`config.mk`:
```
export PLATFORM = sky130hd
export DESIGN_NAME = smb_bus_monitor
export DESIGN_NICKNAME = d
export VERILOG_FILES = /design/src/rtl/smb_mon_pkg.sv /design/src/rtl/smb_sync.sv /design/src/rtl/smb_cond_detect.sv /design/src/rtl/smb_timer.sv /design/src/rtl/smb_bus_fsm.sv /design/src/rtl/smb_bus_monitor.sv
export SDC_FILE = /design/constraint.sdc
export NUM_CORES = 1
export LEC_CHECK = 0
export BUFFER_PORTS_ARGS = -buffer_cell sky130_fd_sc_hd__buf_2
export CAP_MARGIN = 30
export CELL_PAD_IN_SITES_DETAIL_PLACEMENT = 0
export CELL_PAD_IN_SITES_GLOBAL_PLACEMENT = 1
export CORE_MARGIN = 2
export CORE_UTILIZATION = 35
export CTS_CLUSTER_DIAMETER = 80
export CTS_CLUSTER_SIZE = 8
export DETAILED_ROUTE_END_ITERATION = 16
export HOLD_SLACK_MARGIN = 0.05
export MAX_ROUTING_LAYER = met4
export PLACE_DENSITY = 0.66
export SETUP_SLACK_MARGIN = 0.15
export SYNTH_ARGS = -nofsm -noshare
export SYNTH_HDL_FRONTEND = slang
export SYNTH_SLANG_ARGS = --single-unit
```
`constraint.sdc`:
```
create_clock -name clk -period 2.35 [get_ports clk]
set_input_delay 0.1175 -clock clk [delete_from_list [all_inputs] [get_ports clk]]
set_output_delay 0.1175 -clock clk [all_outputs]
set_load 0.005 [all_outputs]
```
`src/rtl/smb_mon_pkg.sv`:
```
package smb_mon_pkg;

    typedef enum logic [1:0] {
        ST_BUSY    = 2'd0,
        ST_FREE    = 2'd1,
        ST_TIMEOUT = 2'd2,
        ST_HELD    = 2'd3
    } bus_state_e;

    function automatic int cnt_width(input int limit);
        return (limit < 1) ? 1 : $clog2(limit + 1);
    endfunction

endpackage

```
`src/rtl/smb_sync.sv`:
```
module smb_sync #(
    parameter int WIDTH  = 2,
    parameter int STAGES = 2
) (
    input  logic             clk,
    input  logic             rst_n,
    input  logic [WIDTH-1:0] async_i,
    output logic [WIDTH-1:0] sync_o
);

    for (genvar b = 0; b < WIDTH; b++) begin : g_bit
        logic [STAGES-1:0] chain;

        // idle bus level is high, so flops reset to 1
        always_ff @(posedge clk or negedge rst_n) begin
            if (!rst_n) begin
                chain <= '1;
            end else begin
                chain <= {chain[STAGES-2:0], async_i[b]};
            end
        end

        assign sync_o[b] = chain[STAGES-1];
    end

endmodule

```
`src/rtl/smb_cond_detect.sv`:
```
module smb_cond_detect (
    input  logic clk,
    input  logic rst_n,
    input  logic scl_s,
    input  logic sda_s,
    output logic start_det,
    output logic stop_det,
    output logic both_high
);

    logic scl_d;
    logic sda_d;

    always_ff @(posedge clk or negedge rst_n) begin
        if (!rst_n) begin
            scl_d <= 1'b1;
            sda_d <= 1'b1;
        end else begin
            scl_d <= scl_s;
            sda_d <= sda_s;
        end
    end

    // data edges count only while the clock line is steady high
    assign start_det = scl_s && scl_d && sda_d && !sda_s;
    assign stop_det  = scl_s && scl_d && !sda_d && sda_s;
    assign both_high = scl_s && sda_s;

endmodule

```
`src/rtl/smb_timer.sv`:
```
module smb_timer #(
    parameter int LIMIT = 16
) (
    input  logic clk,
    input  logic rst_n,
    input  logic clear,
    input  logic count_en,
    output logic done
);
    import smb_mon_pkg::*;

    localparam int CW = cnt_width(LIMIT);
    localparam logic [CW-1:0] LIM_V = CW'(LIMIT);

    logic [CW-1:0] cnt;

    // saturating up-counter
    always_ff @(posedge clk or negedge rst_n) begin
        if (!rst_n) begin
            cnt <= '0;
        end else if (clear) begin
            cnt <= '0;
        end else if (count_en && (cnt != LIM_V)) begin
            cnt <= cnt + 1'b1;
        end
    end

    assign done = (cnt == LIM_V);

endmodule

```
`src/rtl/smb_bus_fsm.sv`:
```
module smb_bus_fsm (
    input  logic                     clk,
    input  logic                     rst_n,
    input  logic                     scl_s,
    input  logic                     start_det,
    input  logic                     stop_det,
    input  logic                     idle_done,
    input  logic                     low_done,
    input  logic                     rec_done,
    input  logic                     start_req,
    output smb_mon_pkg::bus_state_e  state,
    output logic                     bus_free,
    output logic                     start_allowed,
    output logic                     timeout,
    output logic                     comm_reset
);
    import smb_mon_pkg::*;

    bus_state_e state_nx;
    logic       granted;
    logic       grant_now;

    // state register and grant memory
    always_ff @(posedge clk or negedge rst_n) begin
        if (!rst_n) begin
            state   <= ST_BUSY;
            granted <= 1'b0;
        end else begin
            state <= state_nx;
            if (!start_req) begin
                granted <= 1'b0;
            end else if (grant_now) begin
                granted <= 1'b1;
            end
        end
    end

    // next-state logic
    always_comb begin
        state_nx = state;
        unique case (state)
            ST_BUSY: begin
                if (low_done) begin
                    state_nx = ST_TIMEOUT;
                end else if (start_det) begin
                    state_nx = ST_BUSY;
                end else if (stop_det || idle_done) begin
                    state_nx = ST_FREE;
                end
            end
            ST_FREE: begin
                if (low_done) begin
                    state_nx = ST_TIMEOUT;
                end else if (start_det) begin
                    state_nx = ST_BUSY;
                end
            end
            ST_TIMEOUT: begin
                if (scl_s) begin
                    state_nx = ST_BUSY;
                end else if (rec_done) begin
                    state_nx = ST_HELD;
                end
            end
            ST_HELD: begin
                if (scl_s) begin
                    state_nx = ST_BUSY;
                end
            end
        endcase
    end

    // output decode
    always_comb begin
        bus_free   = 1'b0;
        timeout    = 1'b0;
        comm_reset = 1'b0;
        grant_now  = 1'b0;
        unique case (state)
            ST_BUSY: begin
            end
            ST_FREE: begin
                bus_free  = 1'b1;
                grant_now = start_req && idle_done && !granted;
            end
            ST_TIMEOUT: begin
                timeout    = 1'b1;
                comm_reset = scl_s || rec_done;
            end
            ST_HELD: begin
                timeout = 1'b1;
            end
        endcase
        start_allowed = grant_now;
    end

endmodule

```
`src/rtl/smb_bus_monitor.sv`:
```
module smb_bus_monitor #(
    parameter int SYNC_STAGES = 2,
    parameter int FREE_CYCLES = 1250,
    parameter int LOW_CYCLES  = 625000,
    parameter int RESET_DELAY = 125000
) (
    input  logic clk,
    input  logic rst_n,
    input  logic scl_in,
    input  logic sda_in,
    input  logic start_req,
    output logic bus_free,
    output logic start_allowed,
    output logic timeout,
    output logic comm_reset
);
    import smb_mon_pkg::*;

    logic [1:0] lines_s;
    logic       scl_s;
    logic       sda_s;
    logic       start_det;
    logic       stop_det;
    logic       both_high;
    logic       idle_done;
    logic       low_done;
    logic       rec_done;
    bus_state_e state;

    smb_sync #(
        .WIDTH  (2),
        .STAGES (SYNC_STAGES)
    ) u_sync (
        .clk     (clk),
        .rst_n   (rst_n),
        .async_i ({scl_in, sda_in}),
        .sync_o  (lines_s)
    );

    assign scl_s = lines_s[1];
    assign sda_s = lines_s[0];

    smb_cond_detect u_cond (
        .clk       (clk),
        .rst_n     (rst_n),
        .scl_s     (scl_s),
        .sda_s     (sda_s),
        .start_det (start_det),
        .stop_det  (stop_det),
        .both_high (both_high)
    );

    smb_timer #(.LIMIT(FREE_CYCLES)) u_idle_tmr (
        .clk      (clk),
        .rst_n    (rst_n),
        .clear    (!both_high),
        .count_en (1'b1),
        .done     (idle_done)
    );

    smb_timer #(.LIMIT(LOW_CYCLES)) u_low_tmr (
        .clk      (clk),
        .rst_n    (rst_n),
        .clear    (scl_s),
        .count_en (1'b1),
        .done     (low_done)
    );

    smb_timer #(.LIMIT(RESET_DELAY)) u_rec_tmr (
        .clk      (clk),
        .rst_n    (rst_n),
        .clear    (state != ST_TIMEOUT),
        .count_en (1'b1),
        .done     (rec_done)
    );

    smb_bus_fsm u_fsm (
        .clk           (clk),
        .rst_n         (rst_n),
        .scl_s         (scl_s),
        .start_det     (start_det),
        .stop_det      (stop_det),
        .idle_done     (idle_done),
        .low_done      (low_done),
        .rec_done      (rec_done),
        .start_req     (start_req),
        .state         (state),
        .bus_free      (bus_free),
        .start_allowed (start_allowed),
        .timeout       (timeout),
        .comm_reset    (comm_reset)
    );

endmodule

```
# ---- After elaboration in Yosys (flattened, before gate mapping)
# Cells that the tools add are included.
dict set report totals {
  mem_bits_ro 0
  output_inout_bits 4
  ram_bits 0
  latch_bits 0
  memories 0
  in_bits 5
  ff_bits 57
}
dict set report classes {
  muxes 21
  shifts 0
  magnitude_cmp 0
  n_div 0
  n_bitwise 0
  eq_ne 16
  n_addsub 3
  n_reduce_logical 18
  mul 0
}
# op count
set ops {}
lappend ops {{2-to-1 mux 20 bit} 2}
lappend ops {{2-to-1 mux 17 bit} 2}
lappend ops {{2-to-1 mux 11 bit} 2}
lappend ops {{adder 20 x 1 -> 20 bit, second input constant} 1}
lappend ops {{equality test 20 bit, second input constant} 1}
lappend ops {{!= test 20 bit, second input constant} 1}
lappend ops {{adder 17 x 1 -> 17 bit, second input constant} 1}
lappend ops {{equality test 17 bit, second input constant} 1}
lappend ops {{!= test 17 bit, second input constant} 1}
lappend ops {{2-to-1 mux 2 bit} 8}
lappend ops {{adder 11 x 1 -> 11 bit, second input constant} 1}
lappend ops {{equality test 11 bit, second input constant} 1}
lappend ops {{!= test 11 bit, second input constant} 1}
lappend ops {{logical AND 1 bit} 8}
lappend ops {{case mux 2 bit (4 select lines)} 1}
lappend ops {{2-to-1 mux 1 bit} 6}
lappend ops {{equality test 2 bit, second input constant} 2}
lappend ops {{!= test 2 x 1 -> 1 bit, second input constant} 2}
lappend ops {{!= test 2 bit, second input constant} 2}
lappend ops {{!= test 4 x 3 -> 1 bit, second input constant} 1}
lappend ops {{AND reduction 4 bit} 1}
lappend ops {{nonzero test 2 bit} 2}
lappend ops {{logical NOT 1 bit} 3}
lappend ops {{!= test 3 x 2 -> 1 bit, second input constant} 1}
lappend ops {{5 further kinds} 6}

# ---- Depth between registers and ports, before layout
dict set report logic_depth {
  word_depth 8
  ltp_mapped 7
  ltp_nobuf 6
}

# ---- Cells and area by module
# Synthesis repeated with hierarchy kept, for this count alone.
dict set report hier_totals {
  cells_unflattened 315
  area_unflattened_um2 3088.0
}
# module cells_per_inst area_each_um2 instances seq_area_each_um2
set by_module_without_submodules {}
lappend by_module_without_submodules {{smb_timer at u_low_tmr} 119 1141.1 1 500.5}
lappend by_module_without_submodules {{smb_timer at u_rec_tmr} 98 942.2 1 425.4}
lappend by_module_without_submodules {{smb_timer at u_idle_tmr} 66 631.9 1 275.3}
lappend by_module_without_submodules {smb_bus_fsm 18 158.9 1 75.1}
lappend by_module_without_submodules {smb_sync 6 120.1 1 105.1}
lappend by_module_without_submodules {smb_cond_detect 5 80.1 1 52.6}
lappend by_module_without_submodules {smb_bus_monitor 3 13.8 1 0.0}

# ---- Worst setup path before layout
# No wires, ideal clock.
dict set report synth_path {
  path_type {flip-flop to output port}
  startpoint {register u_idle_tmr.cnt[4]}
  endpoint {output start_allowed}
  path_buffers 1
  t_required_ns 2.233
  t_arrival_ns 1.739
  slack_ns 0.494
  stages_incl_launch_ff 5
  cell_sequence {dfrtp_1 -> or4b_1 -> or4_1 -> buf_2 -> nor4b_1}
}
dict set report synth_via {
  elab_chain_cells 4
}
# element line_no
set synth_rtl {}
lappend synth_rtl {{start: declaration} smb_timer.sv:15} ;# logic [CW-1:0] cnt;
lappend synth_rtl {{start signal: assignment} smb_timer.sv:24} ;# cnt <= cnt + 1'b1;
lappend synth_rtl {{equality test 11 bit} smb_timer.sv:28} ;# assign done = (cnt == LIM_V);
lappend synth_rtl {{logical AND 1 bit (2 in series)} smb_bus_fsm.sv:84} ;# grant_now = start_req && idle_done && !granted;
lappend synth_rtl {{2-to-1 mux 1 bit} smb_bus_fsm.sv:79} ;# unique case (state)
lappend synth_rtl {{end: declaration} smb_bus_monitor.sv:13} ;# output logic start_allowed,
# No other way between the ends.

# ---- Final worst setup path
dict set report layout_path {
  startpoint {register u_idle_tmr.cnt[3]}
  endpoint {output start_allowed}
}
# Same word-level chain as after synthesis.

==> results.txt <==
The worst-case IR drop observed on VDD is 254 µV. On the final layout, the worst clock skew is 0.00805 ns. Counting along the longest clock path gives a buffer depth of 2. The worst setup path is captured at a primary output. In this run, synthesis produced a sequential element count of 57. After routing, the total negative slack on setup checks comes to 0 ns.

The post-synthesis cell type count was 41. The area growth from synthesis to layout is 16.5%. Leaving out fill and tap cells, the most frequent cell in the layout is sky130_fd_sc_hd__dfrtp_1. The logs give 18.5% for the routing usage on met1 and 0.459 GHz for the top achievable clock speed.

9 I/O pins were placed. For this run, the total global-route usage over all layers was measured as 15.2%. In the final layout, the share of cells above drive strength 1 is 16.6%. Global routing finished with a remaining overflow of 0. Clock latency on the worst-skew pair, taken at its later pin, is 0.33 ns. In this run the vertical extent of the chip is 94.6 µm. For this block, the initial DRC count from the detailed router was 58. The count of placed standard cells including taps is 401.

TritonCTS built the clock tree. In this run the critical register-to-register path is launched from u_low_tmr.cnt[13]. The clock period could shrink to 2.18 ns. The diode insertion count for antenna repair is 0, and the power density relative to cell area is 617 mW/mm².

The floorplan has 33 rows. The wire length of the first global-routing pass was 10.3 mm; the global placement routability congestion was 0.743. The root buffer selected by CTS is sky130_fd_sc_hd__clkbuf_8.

The endpoint of the most critical register-to-register path is u_low_tmr.cnt[0]. Across the run, the number of max-cap violations was 0. The mux share of post-synthesis cell area came out at 2.70%. The buffering stage count on the worst path with inverters included came out at 1. Each instance of the synthesized netlist takes up on average 9.87 µm². Along the worst path, the maximum fanout reaches 2.

In this run the number of H-tree levels came out at 3. The logs give 0.00287 mm² for the post-synthesis cell area and 4.07% for the met3 usage in global routing. The run finished with clean final reports. The floorplan step set the die width to 94.6 µm.

The critical path starts at u_idle_tmr.cnt[3]. The wire-length estimate of the detail-placed layout is 3.72 mm. The gate count after technology mapping is 291. In this design, the stage delay of the slowest critical-path cell is 0.51 ns.

During synthesis, Yosys emitted a total of 0 warnings. STA puts the critical path data required time at 2.23 ns. The tools report the number of max-slew violations in the final report as 0. The via count of the first global-routing pass is 2226. For this run, asynchronously set or reset flops after synthesis account for 100%. Summed over all cells, the static leakage comes to 1.34 nW.

The total via count in the routed design was 2127; the met2 track utilization from global routing was 24.1%. The last element of the critical path was start_allowed. The synthesized netlist devotes 9.15% of its cell area to XOR and XNOR gates. The count of final hold-check violations was 0; the part of the cycle the worst path needs was 92.6%. After detailed placement, the total cell area comes to 0.00305 mm².

The count of nets left with antenna violations once routing finished came out at 0. The worst slew slack as a fraction of its limit is 51.1%, and the total number of nets in the final design is 326. Category of the worst setup path launch point: a flip-flop. The finished layout holds 425 standard cells, fillers aside. During placement, the flow inserted port buffers numbering 8. After detailed routing, the number of vias per cell comes to 5.00. After routing the design area is 0.00335 mm². The number of remaining DRC errors came out at 0. The simple-gate share of the synthesized area came out at 27.0%.

In the synthesized netlist the dominant register cell turns out to be sky130_fd_sc_hd__dfrtp_1. The tools report the total length of routed wires as 5.64 mm. The most crowded layer after global routing is met2. Data arrives at the worst endpoint at 2.06 ns.

Setup repair after global routing could not meet its margin everywhere. The number of cells on the worst reg-to-reg path works out to 4. Synthesized-area fraction occupied by ao, oa, aoi and oai cells: 5.75%.

The min-delay analysis places its worst path in the category reg -> reg. The kind of critical path was reg -> out. For the count of final setup violators, the log shows 0. The run gives 58 as the maximum number of pins on one net before global-route repair. The share of synthesized area occupied by flip-flops and latches is 49.9%, and the core outline area is 0.00809 mm². The number of buffers created by CTS was 9; the detailed-route wire length per cell was 13.3 µm. For this run, the detailed router's first-pass iteration total came to 6. For this design, the slowest cell found on the critical path is sky130_fd_sc_hd__or4b_1. The run gives 0.00895 mm² as the area enclosed by the die boundary.

The library cells used most frequently in the layout, excluding fill and tap cells, are 51 x sky130_fd_sc_hd__dfrtp_1, 47 x sky130_fd_sc_hd__nor2_1, 18 x sky130_fd_sc_hd__nand4_1, 17 x sky130_fd_sc_hd__nand3_1, 16 x sky130_fd_sc_hd__xnor2_1. The worst register-to-register path has a setup slack of 0.31 ns. In this run the number of cells on the critical path is 4. The number of synthesized flops with an enable pin was 0.

Clock tree synthesis found a total of 57 sinks. Walking the worst path, the cells encountered are or4b_1, or4_4, nor4b_2, buf_2. Slew at the pin closest to its max-slew limit: 0.734 ns. After Yosys synthesis, full adders, half adders and majority gates account for 2.61% of the synthesized area. The dominant combinational cell family by area after synthesis is simple AND/OR/NAND/NOR gates. The fill cell total of the finished layout is 826, and the number of antenna violations at the first check in global routing is 0. The cell family contributing the most delay on the critical path was simple AND/OR/NAND/NOR gates.

The initial utilization of the core area, before any placement, comes to 35.5%. After clock tree synthesis, the clock-pin slew on the worst setup and hold paths is 0.07 ns. The post-route worst hold slack was 0.357 ns; the number of nets produced by synthesis was 302.
==> cells in the mapped netlist (all sizes together), types with 5 or more instances <==
| master | instances | area [µm²] |
|---|---|---|
| inv | 12 | 45.0 |
| nor4 | 10 | 68.8 |
| dfrtp | 51 | 1280 |
| nand3 | 17 | 85.1 |
| a21oi | 11 | 55.1 |
| xor2 | 14 | 123 |
| nand2 | 11 | 41.3 |
| ha | 6 | 75.1 |
| xnor2 | 16 | 140 |
| or3 | 5 | 31.3 |
| dfstp | 6 | 158 |
| nor3 | 8 | 40.0 |
| nor2 | 47 | 176 |
| nand2b | 9 | 56.3 |
| nand4 | 18 | 113 |
| clkbuf | 5 | 18.8 |
| mux2 | 6 | 67.6 |
==> state kept, by name (all words and copies together) (netlist names) <==
| signal | cells |
|---|---|
| u_low_tmr.cnt | 20 |
| u_rec_tmr.cnt | 17 |
| u_cond.scl_d | 1 |
| u_cond.sda_d | 1 |
| u_idle_tmr.cnt | 11 |
| u_fsm.granted | 1 |
| u_fsm.state | 2 |
| u_sync.g_bit.chain | 4 |
==> final cells by class <==
type                    count  area [µm²]  area share, %
well taps                 105         131           3.93
multi-input cells         213        1370           40.9
clock inverters             5        62.6           1.87
flip-flops and latches     57        1430           42.8
clock buffers              11         151           4.52
repair buffers             22         155           4.64
inverters                  12        45.0           1.35
==> per-layer routing <==
layer | part of all wire (%) | vias to the layer above | routed length, µm
li1 | - | 1073 | -
met1 | 49 | 1027 | 2780
met2 | 47 | 16 | 2640
met3 | 2.3 | 11 | 132
met4 | 1.6 | 0 | 90
met5 | 0 | - | 0
==> worst register-to-register path: stages, from the launching register on <==
cell and delay (ns):
sky130_fd_sc_hd__dfrtp_1 0.46, sky130_fd_sc_hd__or4b_1 0.53, sky130_fd_sc_hd__nor4_1 0.31, sky130_fd_sc_hd__nand3_1 0.25
sky130_fd_sc_hd__mux2_1 0.37
==> power by group <==
group / total [W] / internal [W] / leakage [nW] / switching [W]
Combinational: 0.0000806 / 0.0000328 / 0.465 / 0.0000478
Sequential: 0.00102 / 0.00100 / 0.770 / 0.0000197
Clock: 0.000964 / 0.000552 / 0.102 / 0.000412
==> worst min-delay path by stage <==
| stage | startpoint | endpoint | slack [ns] | cells past startpoint |
|---|---|---|---|---|
| floorplan | rst_n | u_fsm.granted | -0.18 | 0 |
| global placement | sda_in | u_sync.g_bit[0].chain[0] | 0.22 | 1 |
| detailed placement | scl_in | u_sync.g_bit[1].chain[0] | 0.22 | 1 |
| CTS | u_sync.g_bit[1].chain[0] | u_sync.g_bit[1].chain[1] | 0.36 | 0 |
| global route | u_sync.g_bit[1].chain[0] | u_sync.g_bit[1].chain[1] | 0.36 | 0 |
| finish | u_sync.g_bit[1].chain[0] | u_sync.g_bit[1].chain[1] | 0.36 | 0 |
==> stage by stage <==
stage          power, W  utilization (%)  setup WS (ns)
2_1_floorplan   0.00107                -          0.494
3_3_place_gp    0.00111             37.7          0.315
3_5_place_dp    0.00112             37.7          0.312
4_1_cts         0.00212             41.4          0.117
5_1_grt         0.00216             41.4         0.0790
6_report        0.00206             41.4          0.173
==> kinds of logic after synthesis <==
| group | after synthesis |
|---|---|
| compound gates | 25 |
| xor+xnor | 30 |
| fa+ha+maj | 6 |
| buf+inv | 21 |
| flops | 57 |
| mux | 7 |
| simple gates | 145 |
==> timing repair <==
action | CTS | global route
setup buffers | 4 | 0
hold buffers | 4 | 0
hold endpoints to repair | 54 | 0
setup endpoints to repair | 1 | 1
pin swaps | 1 | 2
gates resized for setup | 2 | 0
No activity file was read; power rests on OpenSTA's default activity.
